`src/rtl/id_gate.sv`:
```
module id_gate #(
  parameter int            ID_LEN    = 7,
  parameter int            AW        = 16,
  parameter logic [AW-1:0] BOOT_BASE = 16'hF000,
  parameter logic [7:0]    OP_PROG   = 8'h41,
  parameter logic [7:0]    OP_ERASE  = 8'h20
) (
  input  logic                  clk,
  input  logic                  rst_n,
  input  logic                  flash_blank,
  input  logic [8*ID_LEN-1:0]   id_ref,
  input  logic [7:0]            rx_byte,
  input  logic [AW-1:0]         rx_addr,
  input  logic                  rx_valid,
  input  logic                  rx_is_id,
  output logic [7:0]            cmd_byte,
  output logic [AW-1:0]         cmd_addr,
  output logic                  cmd_valid,
  output logic                  reject,
  output logic                  unlocked
);
  localparam int IW = (ID_LEN > 1) ? $clog2(ID_LEN) : 1;
  localparam logic [IW-1:0] LAST = IW'(ID_LEN - 1);

  logic [IW-1:0] pos;
  logic          unl_q;

  wire open_w  = unl_q | flash_blank;
  wire is_cmd  = rx_valid & ~rx_is_id;
  wire is_id   = rx_valid & rx_is_id;
  wire id_hit  = rx_byte == id_ref[pos*8 +: 8];
  wire is_mod  = (rx_byte == OP_PROG) || (rx_byte == OP_ERASE);
  wire in_boot = rx_addr >= BOOT_BASE;
  wire pass    = open_w & ~(is_mod & in_boot);

  assign unlocked = open_w;

  always_ff @(posedge clk) begin
    if (!rst_n) begin
      pos       <= '0;
      unl_q     <= 1'b0;
      cmd_valid <= 1'b0;
      reject    <= 1'b0;
      cmd_byte  <= '0;
      cmd_addr  <= '0;
    end else begin
      cmd_valid <= is_cmd & pass;
      reject    <= is_cmd & ~pass;
      if (is_cmd) begin
        cmd_byte <= rx_byte;
        cmd_addr <= rx_addr;
      end
      if (is_id && !unl_q) begin
        if (!id_hit)          pos <= '0;
        else if (pos == LAST) begin
          pos   <= '0;
          unl_q <= 1'b1;
        end else              pos <= pos + 1'b1;
      end
    end
  end

  a_r4_locked_refuses: assert property (@(posedge clk) disable iff (!rst_n)
    is_cmd && !unl_q && !flash_blank |=> reject && !cmd_valid);

  a_r7_boot_refused: assert property (@(posedge clk) disable iff (!rst_n)
    is_cmd && is_mod && in_boot |=> reject && !cmd_valid);

  a_r6_sticky: assert property (@(posedge clk) disable iff (!rst_n)
    unl_q |=> unl_q);

  a_r2_unlock_on_last_byte: assert property (@(posedge clk) disable iff (!rst_n)
    $rose(unl_q) |-> $past(is_id && rx_byte == id_ref[8*ID_LEN-1 -: 8]));

  a_r10_exclusive: assert property (@(posedge clk) disable iff (!rst_n)
    !(cmd_valid && reject));

  a_r11_id_silent: assert property (@(posedge clk) disable iff (!rst_n)
    is_id |=> !cmd_valid && !reject);
endmodule

```
`config.mk`:
```
export PLATFORM = sky130hd
export DESIGN_NAME = id_gate
export DESIGN_NICKNAME = d
export VERILOG_FILES = /design/src/rtl/id_gate.sv
export SDC_FILE = /design/constraint.sdc
export NUM_CORES = 1
export LEC_CHECK = 0
export ABC_CLOCK_PERIOD_IN_PS = 4600
export BUFFER_PORTS_ARGS = -buffer_cell sky130_fd_sc_hd__buf_4
export CAP_MARGIN = 20
export CORE_MARGIN = 2
export CORE_UTILIZATION = 46
export DETAILED_ROUTE_END_ITERATION = 16
export PLACE_DENSITY = 0.94
export REMOVE_ABC_BUFFERS = 1
export SYNTH_ARGS = -nofsm -noshare
export SYNTH_HDL_FRONTEND = slang
export SYNTH_SLANG_ARGS = --single-unit
```
`constraint.sdc`:
```
create_clock -name clk -period 4.6 [get_ports clk]
set_clock_uncertainty 0.2 [all_clocks]
set_input_delay 0.23 -clock clk [delete_from_list [all_inputs] [get_ports clk]]
set_output_delay 0.23 -clock clk [all_outputs]
set_load 0.01 [all_outputs]
```
# Word-level counts from Yosys, hierarchy flattened
# Cells that the tools add are included.
# op_classes
n_addsub	1
magnitude_cmp	1
eq_ne	4
shift	1
n_mux	2
n_bitwise	10
n_reduce_logical	4
# op_table
operator	count
indexed part select 56 x 7 -> 8 bit	1
greater-or-equal comparator 16 bit, second input constant	1
== test 8 x 6 -> 1 bit, second input constant	1
== test 8 x 7 -> 1 bit, second input constant	1
== test 8 bit	1
AND 1 bit	6
two-way mux 3 bit	2
adder 3 x 1 -> 3 bit, second input constant	1
== test 3 bit, second input constant	1
NOT 1 bit	3
AND reduction 3 bit	1
logical AND 1 bit	1
logical NOT 1 bit	1
logical OR 1 bit	1
bitwise OR 1 bit	1
# word_totals
register_bits	30
input_bits	85
out_inout_bits	27
word_cells	29

# Logic depth before layout (Yosys ltp)
# depth
word_depth	7
ltp_mapped	8
depth_no_buf	6

# Worst setup path after synthesis
# Ideal clock, no wire load.
# synth_timing
kind	register to register
from	reg pos[1]
to	reg pos[1]
setup_ps	96
arrival_ps	1705
t_required_ps	4304
setup_slack_ps	2599
stages_incl_launch_ff	8
path_buffers	1
period_less_slack_ps	2001
cell_sequence	dfxtp_1 -> buf_6 -> nand2b_1 -> mux4_2 -> xnor2_1 -> a21oi_2 -> nand4b_2 -> o41ai_2
# synth_between
elab_chain_cells	3
elab_cells_between_ends	6
cone_classes	add/sub: 1; eq/ne: 2; shift: 1; mux: 2
# synth_rtl
element	line_no	rtl
from (decl)	25	logic [IW-1:0] pos;
from (signal assigned)	58	end else pos <= pos + 1'b1;
indexed part select 56 x 7 -> 8 bit (tied with other cells)	31	wire id_hit = rx_byte == id_ref[pos*8 +: 8];
== test 8 bit or two-way mux 3 bit (tied branches)	31, 55	
two-way mux 3 bit (*)	54	if (!id_hit) pos <= '0;
# Every way passes the cells marked *; elsewhere a longest branch is shown, timed or not.
# A chain may end at the register's enable or synchronous reset.

# Worst setup path after layout
# Same ends and word-level chain as after synthesis.

==> run metrics <==
classification of the worst setup path register to register; Worst R2R Start pos[1]; synth unique cells 40; Final Core Density 73.30%; Fmax achieved 375.2 MHz; htree depth 2; GR Util All Layers 23.78%; DP Worst Slack 1966 ps; antenna viol nets, final 0; DR iter-0 viols 106; Syn Area/Cell 8.534 sq um; first-pass GRT wire length 8017 um; relative slew slack 31.85%; Worst VDD drop 0.2017 mV; Top Ports 112; area of the multi-input gates 0.001120 sq mm; Slew Limit Fails 0; Initial Util 48.69%; worst skew pair latency 280 ps; fin area 0.002724 sq mm; n_diodes 0; Detailed Route WL 5095 um; Total Die Area 0.004451 sq mm; Worst Tran Pin Value 1018 ps; CTS Sinks 30; compound-cell area share of the yosys netlist 19.99%; fin crit share 57.94%; total CTS buffers 5; R2R depth 6; Synth Instances 212; CP startpoint pos[1]; Crit path required time 4590 ps; Vias/cell 5.149; R2R setup slack 1930 ps; DR DRC count 0; most common cell after layout, fill and taps aside buf_4; hpwl dp 3867 um; highest metal used met4; Worst Path Arrival 2650 ps; vias in the first global route 1887; Max-Cap Viols 0; setup TNS 0 ps; # rows 22; TritonCTS clock tree done; met3 WL 268 um; hold crit path type input pin to register; Reg clk slew, reported paths 70 ps; final hold violation count 0; Max Root-Sink Buffers 2; vias post-DR 1869; area delta synth->final 50.55%; Post-CTS Setup Inserts 0; Syn. warnings 0; fin worst setup slack 1935 ps; area taken by flip-flops and latches 601.8 sq um; die height 66.72 um; total gr overflow 0; core area 0.003716 sq mm; routed length per instance 14.04 um; RSZ-0062 raised after global routing false; port bufs 111; critical path peak fanout 37; r2r endpoint pos[1]; Critical Path Sink Type register; Placer Congestion 0.7523; status finished clean; Async SR Flop Fraction 0%; CP Launch Type register; flops & latches, synth 30; Cell Count, Final, Fillers Out 363; power per cell area 229.3 mW/mm^2; largest family of logic cells by synthesized area simple AND/OR/NAND/NOR gates; routed wl met2 2632 um; Leak 1.183 nW; final-layout fill cell count 306; Final Net Count 399; min Tclk post-route 2665 ps; post-synthesis adder-cell area fraction 0%; Horiz. Die Dim 66.72 um; initial antenna violation count 0; Post-DP Area 0.002619 sq mm; M1 WL 2130 um; register area share after synthesis 33.20%; # setup viols final 0; ys flop type dfxtp_1; Cell Area, Synth 0.001809 sq mm; most frequent cells in the layout 111 x buf_4, 56 x nand2_1, 29 x dfxtp_1; largest net degree at the start of global routing 38; DR pass1 iterations 4; CP endpoint pos[1]; DP Cell Count 354; clock tree root buffer cell clkbuf_8; XOR/XNOR Fraction of Synth Area 3.389%; simple-gate share of the synthesized area 22.27%; mux contribution to synthesized area 16.11%; layout cell share with drive strength beyond 1 40.95%; number of flops mapped to enable cells by yosys 0
-- synthesized netlist by cell type (4+ instances only) --
cell      count  share of area (%)
o31ai_1       4                1.7
buf_2         4                1.1
nand3_1       4                1.1
nand3b_1      6                2.5
nor2b_1       6                2.1
a221oi_1      5                2.4
mux2i_1      22                 12
nand2_1      56                 12
a21boi_0     21                8.7
xnor2_1       6                2.9
dfxtp_1      30                 33
clkbuf_1     10                2.1
-- flip-flops by register name, indices dropped and copies added (netlist names) --
signal,count
cmd_valid,1
pos,3
cmd_addr,16
unl_q,1
cmd_byte,8
reject,1
-- through the flow --
| step | hold slack [ps] | total power [mW] |
|---|---|---|
| detailed placement | 255.1 | 0.4108 |
| finish | 3.273 | 0.6246 |
| floorplan | 142.7 | 0.3246 |
| CTS | 2.884 | 0.6271 |
| global placement | 242.8 | 0.4071 |
| global route | 4.385 | 0.6529 |
-- logic make-up (layout without fill, tap and decap cells) --
kind of cell	Yosys count	count (layout)
AND/OR/NAND/NOR	85	85
flip-flops	30	30
AO/OA/AOI/OAI	45	45
XOR/XNOR	7	7
buffers and inverters	18	121
multiplexers	27	27
-- critical path, cell delays in order, from the launching register on --
cell and delay [ps]:
dfxtp_2 920, mux2i_1 180, o211a_1 240, a221oi_1 310
xnor2_1 220, nand4b_2 190, o41ai_2 310
-- final cells by class --
class                   count  share of cell area (%)
multi-input cells         164                   41.11
inverters                   1                  0.1378
clock buffers               6                   3.032
well taps                  48                   2.205
clock inverters             2                  0.4593
repair buffers            112                   30.96
flip-flops and latches     30                   22.09
-- worst min-delay path by stage --
stage | from | endpoint | depth (start not counted)
after floorplan | rst_n | unl_q | 2
after global placement | cmd_addr[2] | cmd_addr[2] | 2
after detailed placement | cmd_addr[2] | cmd_addr[2] | 2
after CTS | rx_addr[6] | cmd_addr[6] | 3
after global routing | rx_addr[9] | cmd_addr[9] | 3
final | rx_addr[2] | cmd_addr[2] | 3
-- report_power, final --
part           internal [mW]  switching (mW)  total (mW)  leakage (nW)
registers              0.270         0.00505       0.275         0.245
clock network          0.120          0.0989       0.219        0.0472
logic                 0.0796          0.0512       0.131         0.890
total                  0.469           0.155       0.625          1.18
-- routing by layer --
layer	up-vias	track usage [%]
li1	949	-
met1	853	26.72
met2	59	43.75
met3	8	5.405
met4	0	7.908
met5	-	0
-- repair_timing --
item                      4_1_cts  5_1_grt
hold endpoints to repair        1        0
gates resized for setup         0        0
hold buffers                    1        0
(Power assumes the default switching activity.)
